--- src/rtl/xw_pkg.sv ---
package xw_pkg;
  localparam int VA_W  = 32;
  localparam int OFF_W = 12;
  localparam int IDX_W = 10;
  localparam int PPN_W = 22;
  localparam int PA_W  = PPN_W + OFF_W;

  typedef enum logic [1:0] {K_FETCH = 2'd0, K_LOAD = 2'd1, K_STORE = 2'd2, K_SPARE = 2'd3} kind_e;
  typedef enum logic [1:0] {C_INVALID = 2'd0, C_NOLEAF = 2'd1, C_PERM = 2'd2} cause_e;
  typedef enum logic [1:0] {VD_LEAF, VD_DESCEND, VD_FAULT} verdict_e;
  typedef enum logic [2:0] {S_IDLE, S_CHECK, S_L1, S_L0, S_DONE} state_e;

  typedef struct packed {
    logic [PPN_W-1:0] ppn;
    logic [1:0]       sw;
    logic             d, a, g, u, x, w, r, v;
  } entry_t;

  function automatic logic [PA_W-1:0] f_entry_addr(input logic [PPN_W-1:0] tbl,
                                                   input logic [IDX_W-1:0] idx);
    return {tbl, idx, 2'b00};
  endfunction

  function automatic logic [PA_W-1:0] f_leaf_pa(input logic [PPN_W-1:0] ppn,
                                                input logic [OFF_W-1:0] off);
    return {ppn, off};
  endfunction

  function automatic logic f_malformed(input entry_t e);
    return !e.v || (!e.r && e.w);
  endfunction

  function automatic logic f_pointer(input entry_t e);
    return !e.r && !e.w && !e.x;
  endfunction

  function automatic logic f_allowed(input entry_t e, input kind_e k);
    case (k)
      K_FETCH: return e.r && e.x;
      K_STORE: return e.w;
      default: return e.r;
    endcase
  endfunction
endpackage

--- src/rtl/xw_bypass.sv ---
module xw_bypass
  import xw_pkg::*;
#(
  parameter logic [31:0] PT_BASE   = 32'hF000_0000,
  parameter logic [31:0] BOOT_BASE = 32'h8000_0000,
  parameter logic [31:0] BOOT_SPAN = 32'h0004_0000
) (
  input  logic [VA_W-1:0] vaddr,
  input  logic            paging_on,
  output logic            take
);
  localparam logic [32:0] BOOT_END = {1'b0, BOOT_BASE} + {1'b0, BOOT_SPAN};

  logic in_tables, in_boot;
  assign in_tables = (vaddr >= PT_BASE);
  assign in_boot   = (vaddr >= BOOT_BASE) && ({1'b0, vaddr} < BOOT_END);
  assign take      = !paging_on || in_tables || in_boot;
endmodule

--- src/rtl/xw_entry_eval.sv ---
module xw_entry_eval
  import xw_pkg::*;
(
  input  logic [31:0] raw,
  input  logic        lower_level,
  input  kind_e       kind,
  output verdict_e    verdict,
  output cause_e      cause,
  output logic [PPN_W-1:0] next_ppn
);
  entry_t e;
  logic   unused_bits;
  assign e           = entry_t'(raw);
  assign next_ppn    = e.ppn;
  assign unused_bits = ^{e.sw, e.d, e.a, e.g, e.u};

  always_comb begin
    verdict = VD_LEAF;
    cause   = C_INVALID;
    if (f_malformed(e)) begin
      verdict = VD_FAULT;
      cause   = C_INVALID;
    end else if (f_pointer(e)) begin
      if (lower_level) begin
        verdict = VD_FAULT;
        cause   = C_NOLEAF;
      end else begin
        verdict = VD_DESCEND;
      end
    end else if (!f_allowed(e, kind)) begin
      verdict = VD_FAULT;
      cause   = C_PERM;
    end
  end
endmodule

--- src/rtl/xlate_walker.sv ---
module xlate_walker
  import xw_pkg::*;
#(
  parameter logic [31:0] PT_BASE   = 32'hF000_0000,
  parameter logic [31:0] BOOT_BASE = 32'h8000_0000,
  parameter logic [31:0] BOOT_SPAN = 32'h0004_0000
) (
  input  logic        clk,
  input  logic        rst_n,
  input  logic        req_valid,
  output logic        req_ready,
  input  logic [31:0] req_vaddr,
  input  logic [1:0]  req_kind,
  input  logic [31:0] ctl_word,
  output logic        rsp_valid,
  output logic [33:0] rsp_paddr,
  output logic        rsp_fault,
  output logic [1:0]  rsp_cause,
  output logic        mem_req,
  output logic [33:0] mem_addr,
  input  logic        mem_gnt,
  input  logic        mem_rvalid,
  input  logic [31:0] mem_rdata
);
  state_e            st;
  logic [VA_W-1:0]   va_q;
  kind_e             kind_q;
  logic [PPN_W-1:0]  root_q;
  logic              on_q;
  logic [PA_W-1:0]   addr_q;
  logic              issued;
  logic [PA_W-1:0]   pa_q;
  logic              fault_q;
  cause_e            cause_q;

  logic              take;
  verdict_e          verdict;
  cause_e            ev_cause;
  logic [PPN_W-1:0]  ent_ppn;
  logic              unused_ctl;

  // named internal events for the checker
  logic ev_bypass, ev_entry, ev_leaf, ev_descend, ev_fault;

  assign unused_ctl = ^ctl_word[30:22];

  xw_bypass #(.PT_BASE(PT_BASE), .BOOT_BASE(BOOT_BASE), .BOOT_SPAN(BOOT_SPAN)) u_byp (
    .vaddr(va_q), .paging_on(on_q), .take(take)
  );

  xw_entry_eval u_eval (
    .raw(mem_rdata), .lower_level(st == S_L0), .kind(kind_q),
    .verdict(verdict), .cause(ev_cause), .next_ppn(ent_ppn)
  );

  assign ev_bypass  = (st == S_CHECK) && take;
  assign ev_entry   = ((st == S_L1) || (st == S_L0)) && issued && mem_rvalid;
  assign ev_leaf    = ev_entry && (verdict == VD_LEAF);
  assign ev_descend = ev_entry && (verdict == VD_DESCEND);
  assign ev_fault   = ev_entry && (verdict == VD_FAULT);

  always_ff @(posedge clk or negedge rst_n) begin
    if (!rst_n) begin
      st      <= S_IDLE;
      va_q    <= '0;
      kind_q  <= K_LOAD;
      root_q  <= '0;
      on_q    <= 1'b0;
      addr_q  <= '0;
      issued  <= 1'b0;
      pa_q    <= '0;
      fault_q <= 1'b0;
      cause_q <= C_INVALID;
    end else begin
      case (st)
        S_IDLE: if (req_valid) begin
          va_q   <= req_vaddr;
          kind_q <= kind_e'(req_kind);
          root_q <= ctl_word[PPN_W-1:0];
          on_q   <= ctl_word[31];
          st     <= S_CHECK;
        end
        S_CHECK: begin
          if (take) begin
            pa_q    <= {{(PA_W-VA_W){1'b0}}, va_q};
            fault_q <= 1'b0;
            cause_q <= C_INVALID;
            st      <= S_DONE;
          end else begin
            addr_q <= f_entry_addr(root_q, va_q[31:22]);
            issued <= 1'b0;
            st     <= S_L1;
          end
        end
        S_L1, S_L0: begin
          if (!issued && mem_gnt) issued <= 1'b1;
          if (ev_fault) begin
            pa_q    <= '0;
            fault_q <= 1'b1;
            cause_q <= ev_cause;
            st      <= S_DONE;
          end else if (ev_descend) begin
            addr_q <= f_entry_addr(ent_ppn, va_q[21:12]);
            issued <= 1'b0;
            st     <= S_L0;
          end else if (ev_leaf) begin
            pa_q    <= f_leaf_pa(ent_ppn, va_q[OFF_W-1:0]);
            fault_q <= 1'b0;
            cause_q <= C_INVALID;
            st      <= S_DONE;
          end
        end
        default: st <= S_IDLE;
      endcase
    end
  end

  assign req_ready = (st == S_IDLE);
  assign mem_req   = ((st == S_L1) || (st == S_L0)) && !issued;
  assign mem_addr  = addr_q;
  assign rsp_valid = (st == S_DONE);
  assign rsp_paddr = pa_q;
  assign rsp_fault = fault_q;
  assign rsp_cause = cause_q;
endmodule

--- config.mk ---
export PLATFORM = sky130hd
export DESIGN_NAME = xlate_walker
export DESIGN_NICKNAME = d
export VERILOG_FILES = /design/src/rtl/xw_pkg.sv /design/src/rtl/xw_bypass.sv /design/src/rtl/xw_entry_eval.sv /design/src/rtl/xlate_walker.sv
export SDC_FILE = /design/constraint.sdc
export NUM_CORES = 1
export LEC_CHECK = 0
export BUFFER_PORTS_ARGS = -buffer_cell sky130_fd_sc_hd__buf_4
export CORE_MARGIN = 4
export CORE_UTILIZATION = 45
export DETAILED_ROUTE_END_ITERATION = 12
export PLACE_DENSITY_LB_ADDON = 0.08
export SYNTH_ARGS = -nofsm -noshare
export SYNTH_HDL_FRONTEND = slang
export SYNTH_HIERARCHICAL = 1
export SYNTH_SLANG_ARGS = --single-unit
--- constraint.sdc ---
create_clock -name clk -period 4.4 [get_ports clk]
set_input_delay 0.66 -clock clk [delete_from_list [all_inputs] [get_ports clk]]
set_output_delay 0.66 -clock clk [all_outputs]
set_load 0.005 [all_outputs]
* Word-level counts from Yosys, hierarchy flattened
Cells that the tools add are included.
Word-level totals: flip-flop bits (word level) 132, output and inout port bits 74
Cells by class: order comparisons 3, eq/ne operators 15, muxes and demuxes 40, reductions and logical operators 32
Operators by type and width (count):
- 34-bit 2-to-1 mux | 7
- 34-bit case mux with 2 select lines | 2
- 32-bit >= comparator (second input constant) | 2
- 32-bit < comparator (second input constant) | 1
- 2-bit 2-to-1 mux | 10
- 3-bit 2-to-1 mux | 5
- 1-bit logical AND | 12
- 1-bit 2-to-1 mux | 11
- 2-bit inequality test (second input constant) | 5
- 3-bit case mux with 3 select lines | 1
- 4-bit AND reduction | 2
- 3-bit by 2-bit equality test with 1-bit output (second input constant) | 2
- 1-bit logical NOT | 6
- 3-bit inequality test (second input constant) | 2
- 1-bit case mux with 2 select lines | 3
- 2-bit AND reduction | 3
- 2-bit equality test (second input constant) | 2
- 2-bit logical NOT | 2
- 1-bit logical OR | 4
- 4-bit inequality test (second input constant) | 1
- 2-bit case mux with 2 select lines | 1
- 3-bit by 1-bit equality test with 1-bit output (second input constant) | 1
- 3-bit equality test (second input constant) | 1
- 3-bit logical NOT | 1
- other kinds (3) | 3

* Depth between registers and ports, before layout
Gate-level depths: netlist (run 1).
word-level depth 14, depth in mapped cells 10

* Cells and area by module
Netlist (run 1), hierarchy kept.
By module, submodules not included:
- xlate_walker | instances 1, cells each 411, area an instance 6022.0 um^2, seq. area each 3254.4 um^2
- xw_entry_eval | instances 1, cells each 35, area an instance 266.5 um^2, seq. area each 0.0 um^2
- xw_bypass | instances 1, cells each 7, area an instance 55.1 um^2, seq. area each 0.0 um^2

* Least setup slack after synthesis (run 1)
OpenSTA, ideal clock, no wires.
kind register to register, from reg st[1], to reg pa_q[13], in the netlist rsp_paddr[13], setup time 0.125 ns, arrival time 2.184 ns, path slack 2.091 ns, stages on the path, launching flop included 10, cell sequence dfrtp_1 > nor2b_1 > buf_6 > and2_1 > and4bb_2 > and3b_1 > a32oi_4 > inv_4 > buf_6 > mux2_4
Between the ends: cells in the longest elaborated chain, start to end 8, elaborated cells between the ends (all ways) 23, classes of those cells eq/ne: 8; mux: 5; reduce/logical: 10
Ends and longest elaborated chain:
- start: declaration | line xlate_walker.sv:25 | state_e st;
- start signal: assignment | line xlate_walker.sv:64 | st <= S_IDLE;
- start signal: assignment | line xlate_walker.sv:81 | st <= S_CHECK;
- start signal: assignment | line xlate_walker.sv:88 | st <= S_DONE;
- 3-bit by 2-bit equality test with 1-bit output (*) | line xlate_walker.sv:52 | .raw(mem_rdata), .lower_level(st == S_L0), .kind(kind_q),
- 2-bit 2-to-1 mux (*) | line xw_entry_eval.sv:24 | if (lower_level) begin
- 2-bit 2-to-1 mux (*) | line xw_entry_eval.sv:23 | end else if (f_pointer(e)) begin
- 2-bit 2-to-1 mux (*) | line xw_entry_eval.sv:20 | if (f_malformed(e)) begin
- via verdict[0] | line xlate_walker.sv:37 | verdict_e verdict;
- 2-bit by 1-bit equality test with 1-bit output (tied with other cells) | line xlate_walker.sv:59 | assign ev_descend = ev_entry && (verdict == VD_DESCEND);
- 1-bit logical AND (on tied branches) | line xlate_walker.sv:59, xlate_walker.sv:58, xlate_walker.sv:60
- 3-bit inequality test (no source line) / 34-bit 2-to-1 mux (equally long branches)
- 4-bit AND reduction (no source line) / 34-bit case mux with 2 select lines (equally long branches)
- end signal: assignment | line xlate_walker.sv:85 | pa_q <= {{(PA_W-VA_W){1'b0}}, va_q};
- end signal: assignment | line xlate_walker.sv:107 | pa_q <= f_leaf_pa(ent_ppn, va_q[OFF_W-1:0]);
- end: declaration | line xlate_walker.sv:32 | logic [PA_W-1:0] pa_q;
The timed path passes the listed nets; every way through them passes the cells marked *. A chain may end at the register's enable or synchronous reset.

* Final worst setup path (run 1)
from reg st[2], to reg pa_q[33], in the netlist rsp_paddr[33]
The elaborated chain is that of the path after synthesis.

==> results of run 1 <==
[Yosys cell counts]
library cell,count,area share (%)
a21o_1,21,2.5
a21oi_1,1,0.079
a22o_1,22,3.0
a31o_4,1,0.28
a32oi_1,1,0.14
a32oi_4,1,0.43
and2_1,2,0.20
and3_1,2,0.20
and3b_1,22,3.0
and4_1,1,0.14
and4bb_2,1,0.20
buf_12,1,0.32
buf_2,5,0.39
buf_4,25,3.0
buf_6,8,1.4
buf_8,2,0.47
clkbuf_1,12,0.71
conb_1,1,0.059
dfrtp_1,129,51
dfstp_2,1,0.41
inv_1,14,0.83
inv_4,1,0.099
mux2_2,73,13
mux2_4,50,12
mux2i_1,12,1.9
nand2b_1,4,0.39
nand3_1,1,0.079
nand3b_1,1,0.12
nand4_1,2,0.20
nand4b_1,1,0.14
nor2_1,6,0.36
nor2b_1,3,0.30
nor3_2,2,0.32
nor3b_1,1,0.12
nor4_1,1,0.099
nor4_2,1,0.20
nor4b_1,1,0.14
nor4b_2,1,0.24
o21a_1,1,0.12
o21ai_0,15,1.2
o21bai_1,1,0.12
o221ai_2,1,0.24
o31ai_2,1,0.20
[registers in the layout (all words and copies together), names as in the netlist]
| register | count |
|---|---|
| st | 3 |
| rsp_cause | 2 |
| issued | 1 |
| root_q | 22 |
| va_q | 32 |
| rsp_paddr | 34 |
| mem_addr | 32 |
| kind_q | 2 |
| rsp_fault | 1 |
| on_q | 1 |
[layout make-up]
cell class / instances / share of cell area, %
clock buffers: 22 / 5.94
clock inverters: 6 / 1.03
inverters: 15 / 0.736
multi-input cells: 256 / 33.1
flip-flops and latches: 130 / 40.7
well taps: 180 / 2.82
repair buffers: 166 / 15.7
[through the flow]
stage	setup slack (ns)	area (um2)	power, W	hold WS, ns
after floorplan	2.09	6350	0.00406	0.364
after global placement	1.36	7430	0.00493	0.466
after global routing	1.38	7990	0.00668	0.444
after CTS	1.56	7990	0.00639	0.429
after detailed placement	1.35	7430	0.00501	0.484
final	1.55	7990	0.00630	0.367
[worst max-delay path, stage by stage (launching register included)]
cell,delay (ns)
dfrtp_1,0.37
nor2b_1,0.15
and2_1,0.19
and4bb_2,0.29
nand4b_1,0.74
buf_4,0.51
and3_1,0.21
mux2_2,0.26
[power groups by stage]
stage / sequential [W] / clock, W / combinational [W]
floorplan: 0.00217 / 0 / 0.00189
global placement: 0.00224 / 0 / 0.00269
detailed placement: 0.00227 / 0 / 0.00274
global route: 0.00233 / 0.00144 / 0.00292
CTS: 0.00226 / 0.00138 / 0.00275
finish: 0.00225 / 0.00135 / 0.00270
[path summary, 6_finish.rpt]
path,depth (start not counted),from,slack (ns),end
max,7,st[2],1.55,rsp_paddr[33]
min,1,rst_n,0.37,rsp_paddr[0]
max reg2reg,7,st[2],1.55,rsp_paddr[33]
min reg2reg,1,rsp_fault,0.49,rsp_fault
max in group asynchronous,2,rst_n,3.09,rsp_paddr[20]
min in group clk,2,req_vaddr[16],0.47,va_q[16]
[per-layer routing]
metal	track usage, %	part of all wire, %	up-vias
li1	-	-	1867
met2	31.2	49	122
met1	25.0	44	2069
met4	5.43	1.4	0
met3	5.77	5.4	17
met5	0	0	-
[kinds of logic (layout without fill, tap and decap cells)]
kind of cell / count (synthesis) / after routing / synth area share (%)
other: 1 / 2 / 0.0591
flip-flops: 130 / 130 / 51.3
multiplexers: 135 / 135 / 26.7
buffers and inverters: 68 / 209 / 7.20
AO/OA/AOI/OAI: 66 / 66 / 8.30
AND/OR/NAND/NOR: 53 / 53 / 6.45
==> flow_metrics.env, run 1 <==
export IMPL_cts_inserted_buffers=17
export IMPL_vias_per_cell=5.26
export IMPL_fin_util_pct=57.8
export IMPL_stdcell_count=775
export IMPL_syn_to_final_growth_pct=25.9
export IMPL_synth_area_per_cell_um2=14.0
export IMPL_yosys_warnings=6
export IMPL_yosysSeqAreaShare_pct=51.3
export IMPL_p_seq_share_pct=35.8
export IMPL_critPathKind="reg2reg"
export IMPL_p_sw_share_pct=30.8
export IMPL_power_leakage_nw=3.89
export IMPL_cts_tree="done"
export IMPL_firstDrtPassIters=4
export IMPL_maxSlewViolCount=0
export IMPL_drt_iter0_drc=185
export IMPL_startpoint_type="register"
export IMPL_fin_worst_skew_ns=0.00935
export IMPL_diodes=0
export IMPL_multi_input_area_mm2=0.00264
export IMPL_core_area_mm2=0.0138
export IMPL_cp_end_kind="register"
export IMPL_post_route_period_util_pct=64.7
export IMPL_status="complete, no violations"
export IMPL_nets=689
export IMPL_cts_sinks=130
export IMPL_ff_latch_area_mm2=0.00325
export IMPL_die_x_um=127
export IMPL_required_ns=4.69
export IMPL_post_cts_buffers=0
export IMPL_layout_commonest_cell="buf_4"
export IMPL_worst_slew_pin_slew_ns=0.982
export IMPL_powerDensity_mw_per_mm2=789
export IMPL_cp_arrival_ns=3.14
export IMPL_antenna_left=0
export IMPL_relSlewSlack_pct=34.5
export IMPL_min_path_type="in2async"
export IMPL_die_height_um=127
export IMPL_comb_power_share_pct=42.8
export IMPL_synthCells=453
export IMPL_finalHoldViolCount=0
export IMPL_ctsRootBufferMaster="clkbuf_16"
export IMPL_clock_latency_ns=0.41
export IMPL_p_int_w=0.00436
export IMPL_dieArea_mm2=0.0161
export IMPL_grt_remaining_overflow=0
export IMPL_share_clk_of_total_power_pct=21.4
export IMPL_ios=177
export IMPL_dpl_cell_count=747
export IMPL_initial_core_util_pct=45.9
export IMPL_grt_max_degree=108
export IMPL_wl_mm=15.2
export IMPL_synth_seq_cells=130
export IMPL_synth_area_mm2=0.00634
export IMPL_setup_tns_ns=0
export IMPL_antenna_found_initial=0
export IMPL_clk_pin_slew_ns=0.05
export IMPL_fmax_mhz=351
export IMPL_grt_pass1_vias=4332
export IMPL_grt_pass1_wl_mm=23.8
export IMPL_wire_per_inst_um=19.6
export IMPL_max_cap_violations=0
export IMPL_period_needed_ns=2.85
export IMPL_setup_viol=0
export IMPL_crit_fanout=22
export IMPL_h_tree_depth=4
export IMPL_rsz0062_at_grt="no"
export IMPL_ir_drop_mv=0.366
export IMPL_power_net_switching_w=0.00194
export IMPL_port_buffers=159
export IMPL_num_rows=43
export IMPL_gp_congestion=0.754
export IMPL_route_detailed_drc=0
export IMPL_vias=4075
export IMPL_grt_usage_pct=19.2
export IMPL_fillers=1149
export IMPL_holdBufCountCts=0
export IMPL_cts_buffer_depth=2
export IMPL_synth_cell_types=43
export IMPL_cts_resized=0
export IMPL_drive_above_1_share_pct=55.1
export IMPL_dpl_hpwl_mm=10.1
export IMPL_layout_common_cells="buf_4 (165), dfrtp_1 (129), mux2_2 (73)"
Note: power is estimated with default switching activity, not from simulation.
==> inputs of run 2 (changes only) <==
--- a/config.mk
+++ b/config.mk
@@ -5,6 +5,7 @@
 export SDC_FILE = /design/constraint.sdc
 export NUM_CORES = 1
 export LEC_CHECK = 0
+export ABC_AREA = 1
 export BUFFER_PORTS_ARGS = -buffer_cell sky130_fd_sc_hd__buf_4
 export CORE_MARGIN = 4
 export CORE_UTILIZATION = 45
==> constraint.sdc (replaced) <==
create_clock -name clk -period 2.6 [get_ports clk]
set_input_delay 0.39 -clock clk [delete_from_list [all_inputs] [get_ports clk]]
set_output_delay 0.39 -clock clk [all_outputs]
set_load 0.005 [all_outputs]
==> run 2 against run 1 <==
Net effect: core utilization rose by 1.4 points; area after synthesis fell by 3.0%; final area fell by 1.4%; first-iteration DRC count rose by 100%; count of clock-buffer cells in the layout rose by 1; hold slack got worse by 0.16 ns; combinational power rose by 33%; global-route usage rose by 3.0 points; die area fell by 2.8%; setup slack got worse by 1.3 ns; total power rose by 48%; flip-flop and latch count did not move; critical path type is now reg2out.
==> flow_metrics.env, run 2 <==
export IMPL_worst_slew_pin_slew_ns=0.826
export IMPL_post_route_period_util_pct=89.6
export IMPL_maxSlewViolCount=0
export IMPL_cts_sinks=130
export IMPL_setup_tns_ns=0
export IMPL_ff_latch_area_mm2=0.00325
export IMPL_fmax_mhz=429
export IMPL_vias_per_cell=4.84
export IMPL_path_cells="inv_1 > nand2_2 > buf_4 > nor2_1 > buf_4"
export IMPL_synth_area_per_cell_um2=7.53
export IMPL_synth_area_mm2=0.00616
export IMPL_async_reset_ff_share_pct=100
export IMPL_grt_remaining_overflow=0
export IMPL_synthCells=817
export IMPL_port_buffers=159
export IMPL_status="complete, no violations"
export IMPL_crit_path_max_incr_delay_ns=0.66
export IMPL_ys_top_cells_by_count="nand2_1 (405), dfrtp_1 (129), nand3_1 (57)"
export IMPL_fin_worst_skew_ns=0.00884
export IMPL_vias=5468
export IMPL_drive_above_1_share_pct=22.7
export IMPL_synthTopCellsByArea="dfrtp_1 (52%), nand2_1 (25%), nand3_1 (4.6%)"
export IMPL_relSlewSlack_pct=45.0
export IMPL_ctsRootBufferMaster="clkbuf_16"
export IMPL_grt_max_degree=94
export IMPL_die_height_um=125
export IMPL_post_cts_buffers=0
export IMPL_cp_arrival_ns=1.94
export IMPL_firstDrtPassIters=5
export IMPL_multi_input_area_mm2=0.00234
export IMPL_cts_buffer_depth=2
export IMPL_route_detailed_drc=0
export IMPL_ir_drop_mv=0.587
export IMPL_setup_viol=0
export IMPL_min_path_type="in2reg"
export IMPL_cp_buffers_inverters=3
export IMPL_whs_ns=0.208
export IMPL_finalHoldViolCount=0
export IMPL_cpMaxStageDelayCell="buf_4"
export IMPL_required_ns=2.21
export IMPL_diodes=0
export IMPL_wire_per_inst_um=14.9
export IMPL_wl_mm=16.8
export IMPL_cts_tree="done"
export IMPL_cp_top_family="buffers and inverters"
export IMPL_grt_pass1_vias=5607
export IMPL_rsz0062_at_grt="no"
export IMPL_crit_top_cell="buf_4"
export IMPL_core_area_mm2=0.0133
export IMPL_synthFlopType="dfrtp_1"
export IMPL_hold_start="req_vaddr[12]"
export IMPL_clk_pin_slew_ns=0.05
export IMPL_grt_pass1_wl_mm=27.9
export IMPL_power_leakage_nw=4.48
export IMPL_max_cap_violations=0
export IMPL_synth_seq_cells=130
export IMPL_dieArea_mm2=0.0156
export IMPL_period_needed_ns=2.33
export IMPL_yosysSeqAreaShare_pct=52.9
export IMPL_antenna_left=0
export IMPL_yosys_area_top_type="dfrtp_1"
export IMPL_clock_latency_ns=0.41
export IMPL_critPathKind="reg2out"
export IMPL_die_x_um=125
export IMPL_grt_usage_pct=22.2
export IMPL_gp_congestion=0.852
export IMPL_ios=177
export IMPL_powerDensity_mw_per_mm2=1180
export IMPL_synth_cell_types=22
export IMPL_r2r_start="st[2]"
export IMPL_yosysMostFrequentCell="nand2_1"
export IMPL_fillers=1266
export IMPL_drt_iter0_drc=377
export IMPL_layout_commonest_cell="nand2_1"
export IMPL_layout_common_cells="nand2_1 (403), buf_4 (170), dfrtp_1 (129)"
export IMPL_holdBufCountCts=1
export IMPL_syn_to_final_growth_pct=27.9
export IMPL_h_tree_depth=4
export IMPL_yosys_warnings=6
export IMPL_num_rows=42
export IMPL_crit_start="st[2]"
export IMPL_startpoint_type="register"
export IMPL_crit_fanout=93
export IMPL_largest_register_ffs=34
export IMPL_initial_core_util_pct=46.3
export IMPL_cp_end_kind="primary output"
export IMPL_nets=1047
export IMPL_synth_edff_count=0
export IMPL_netlist_area_leader_share_pct=52.4
export IMPL_antenna_found_initial=0
export IMPL_cts_inserted_buffers=17
export IMPL_dpl_hpwl_mm=11.9
export IMPL_cts_resized=0
-- run 2: worst paths after layout --
| kind | slack [ns] | cells past startpoint | endpoint |
|---|---|---|---|
| max | 0.27 | 5 | mem_req |
| max in group asynchronous | 1.38 | 3 | rsp_paddr[19] |
| min | 0.21 | 3 | va_q[12] |
| max reg2reg | 0.40 | 13 | mem_addr[14] |
| min in group asynchronous | 0.50 | 2 | mem_addr[15] |
| min reg2reg | 0.46 | 2 | kind_q[0] |
-- run 2: where the power goes --
| part | total (W) | internal (W) | switching [W] |
|---|---|---|---|
| Sequential | 0.00352 | 0.00296 | 0.000563 |
| Clock | 0.00220 | 0.00139 | 0.000814 |
| Combinational | 0.00360 | 0.00153 | 0.00207 |
| Total | 0.00933 | 0.00588 | 0.00345 |
-- run 2: worst min-delay path: stages --
cell	delay, ns
buf_4	0.08
nand3_1	0.06
nand2_1	0.06
-- run 2: cell families after synthesis --
kind of cell / Yosys count / synth area share (%)
simple gates: 518 / 33.2
flops: 130 / 52.9
buf+inv: 114 / 9.35
compound gates: 54 / 4.49
other cells: 1 / 0.0609
-- run 2: stage by stage --
stage / total power, W / worst slack [ns] / cells / utilization (%) / cell area [um2]
detailed placement: 0.00718 / 0.403 / 1100 / 55.0 / 7320
global placement: 0.00705 / 0.491 / 1100 / 55.0 / 7320
CTS: 0.00942 / 0.263 / 1129 / 59.2 / 7870
floorplan: 0.00564 / 0.478 / 818 / - / 6160
global route: 0.0101 / 0.0644 / 1129 / 59.2 / 7870
finish: 0.00933 / 0.271 / 1129 / 59.2 / 7870
-- run 2: area by class of cell --
cell class	count	area share, %
multi-input cells	574	29.7
repair buffers	174	17.0
clock inverters	5	0.699
inverters	47	2.24
well taps	176	2.80
clock buffers	23	6.20
flip-flops and latches	130	41.3
-- run 2: layer usage --
| metal | up-vias | routed length [um] | GRT usage (%) |
|---|---|---|---|
| met2 | 148 | 7980 | 36.1 |
| met5 | - | 0 | 0 |
| met3 | 36 | 967 | 6.18 |
| li1 | 2728 | - | - |
| met4 | 0 | 364 | 8.42 |
| met1 | 2556 | 7470 | 28.5 |
==> inputs of run 3 (changes only) <==
==> constraint.sdc (replaced) <==
create_clock -name clk -period 2.6 [get_ports clk]
set_input_delay 0.39 -clock clk [delete_from_list [all_inputs] [get_ports clk]]
set_output_delay 0.39 -clock clk [all_outputs]
set_load 0.02 [all_outputs]
==> run 3 against run 2 <==
Net effect: the run now ends with hold timing left; non-clock buffer count is 2 lower; clock skew down 0.0031 ns; sequential power about the same; clock power rose by 13%; sequential share of layout area shrank 0.36 points; maximum frequency decreased by 2.3%; wire length fell by 0.48%; first-iteration DRC count increased by 9.0%; count of clock-buffer cells in the layout shrank 3.
==> flow_metrics.env, run 3 (synthesis results as in run 2) <==
export IMPL_status="finished with violations"
export IMPL_failed_checks="hold timing"
export IMPL_clk_pin_slew_ns=0.05
export IMPL_ctsRootBufferMaster="clkbuf_16"
export IMPL_holdBufCountCts=0
export IMPL_antenna_found_initial=0
export IMPL_num_rows=42
export IMPL_die_height_um=125
export IMPL_finalHoldViolCount=9
export IMPL_crit_fanout=93
export IMPL_clock_latency_ns=0.42
export IMPL_setup_viol=0
export IMPL_nets=1045
export IMPL_initial_core_util_pct=46.3
export IMPL_cp_end_kind="primary output"
export IMPL_firstDrtPassIters=5
export IMPL_cts_tree="done"
export IMPL_r2r_slack_ns=0.40
export IMPL_powerDensity_mw_per_mm2=1280
export IMPL_post_cts_buffers=0
export IMPL_ff_latch_area_mm2=0.00325
export IMPL_cts_resized=0
export IMPL_grt_pass1_vias=5515
export IMPL_fillers=1277
export IMPL_reg2reg_depth=13
export IMPL_cp_arrival_ns=1.99
export IMPL_post_route_period_util_pct=91.7
export IMPL_worst_slew_pin_slew_ns=0.835
export IMPL_wire_per_inst_um=14.8
export IMPL_share_clk_of_total_power_pct=24.5
export IMPL_multi_input_area_mm2=0.00234
export IMPL_fin_worst_skew_ns=0.00578
export IMPL_drt_iter0_drc=411
export IMPL_crit_path_max_incr_delay_ns=0.66
export IMPL_comb_power_share_pct=41.0
export IMPL_cts_buffer_depth=2
export IMPL_dieArea_mm2=0.0156
export IMPL_p_int_w=0.00616
export IMPL_core_area_mm2=0.0133
export IMPL_power_net_switching_w=0.00403
export IMPL_largest_register_ffs=34
export IMPL_syn_to_final_growth_pct=29.0
export IMPL_diodes=0
export IMPL_ir_drop_mv=0.455
export IMPL_grt_pass1_wl_mm=27.4
export IMPL_gp_congestion=0.861
export IMPL_cpMaxStageDelayCell="buf_4"
export IMPL_cts_inserted_buffers=17
export IMPL_crit_top_cell="buf_4"
export IMPL_cts_sinks=130
export IMPL_die_x_um=125
export IMPL_maxSlewViolCount=0
export IMPL_path_cells="inv_1 > nand2_2 > buf_4 > nor2_1 > buf_4"
export IMPL_regToRegEndpoint="mem_addr[8]"
export IMPL_cp_buffers_inverters=3
export IMPL_relSlewSlack_pct=44.3
export IMPL_min_path_type="in2async"
export IMPL_required_ns=2.21
export IMPL_setup_tns_ns=0
export IMPL_critPathKind="reg2out"
export IMPL_vias_per_cell=4.88
export IMPL_power_leakage_nw=4.51
export IMPL_layout_common_cells="nand2_1 (403), buf_4 (168), dfrtp_1 (129)"
export IMPL_route_detailed_drc=0
export IMPL_h_tree_depth=4
export IMPL_rsz0062_at_grt="no"
export IMPL_period_needed_ns=2.38
export IMPL_drive_above_1_share_pct=23.0
export IMPL_grt_remaining_overflow=0
export IMPL_p_sw_share_pct=39.5
export IMPL_total_power_w=0.0102
export IMPL_startpoint_type="register"
export IMPL_dpl_hpwl_mm=11.7
export IMPL_stdcell_count=1130
export IMPL_port_buffers=159
export IMPL_layout_commonest_cell="nand2_1"
export IMPL_grt_usage_pct=21.9
export IMPL_r2r_start="st[2]"
export IMPL_antenna_left=0
export IMPL_fmax_mhz=420
export IMPL_wl_mm=16.7
export IMPL_grt_max_degree=94
export IMPL_p_seq_share_pct=34.5
export IMPL_vias=5509
export IMPL_max_cap_violations=0
export IMPL_whs_ns=-0.0153
export IMPL_dpl_cell_count=1099
export IMPL_ios=177
export IMPL_cp_top_family="buffers and inverters"
[run 3: area by class of cell]
cell class | instances | area share (%)
clock buffers | 20 | 5.75
multi-input cells | 574 | 29.5
flip-flops and latches | 130 | 41.0
inverters | 47 | 2.22
well taps | 176 | 2.77
clock inverters | 11 | 2.02
repair buffers | 172 | 16.8
[run 3: per-layer routing]
metal / GRT usage (%) / vias to the layer above / share of wire [%]
met1: 27.6 / 2576 / 42
met3: 6.99 / 19 / 7.7
met4: 7.02 / 0 / 1.5
met2: 36.1 / 187 / 48
li1: - / 2727 / -
met5: 0 / - / 0
[run 3: worst max-delay path by stage]
stage                     slack, ns  cells after the start    startpoint      endpoint
after floorplan                0.47                     14         st[2]  mem_addr[10]
after global placement         0.50                     11  mem_rdata[2]  mem_addr[11]
after detailed placement       0.43                     11  mem_rdata[2]  mem_addr[31]
after CTS                      0.19                      5         st[2]       mem_req
after global routing           0.06                      5         st[2]       mem_req
final                          0.22                      5         st[2]       mem_req
[run 3: power by group through the flow]
stage	Sequential, W	Clock [W]	Combinational (W)
floorplan	0.00398	0	0.00220
global placement	0.00350	0	0.00413
finish	0.00352	0.00249	0.00418
detailed placement	0.00354	0	0.00422
CTS	0.00352	0.00253	0.00423
global route	0.00364	0.00263	0.00471
[run 3: stage by stage]
| stage | worst slack [ns] | hold WS [ns] | utilization [%] | cell area [um2] |
|---|---|---|---|---|
| after CTS | 0.189 | 0.0186 | 59.7 | 7940 |
| after floorplan | 0.474 | 0.0944 | - | 6160 |
| final | 0.217 | -0.0153 | 59.7 | 7940 |
| after global placement | 0.497 | 0.455 | 55.1 | 7320 |
| after detailed placement | 0.435 | 0.459 | 55.1 | 7320 |
| after global routing | 0.0560 | 0.0345 | 59.7 | 7940 |
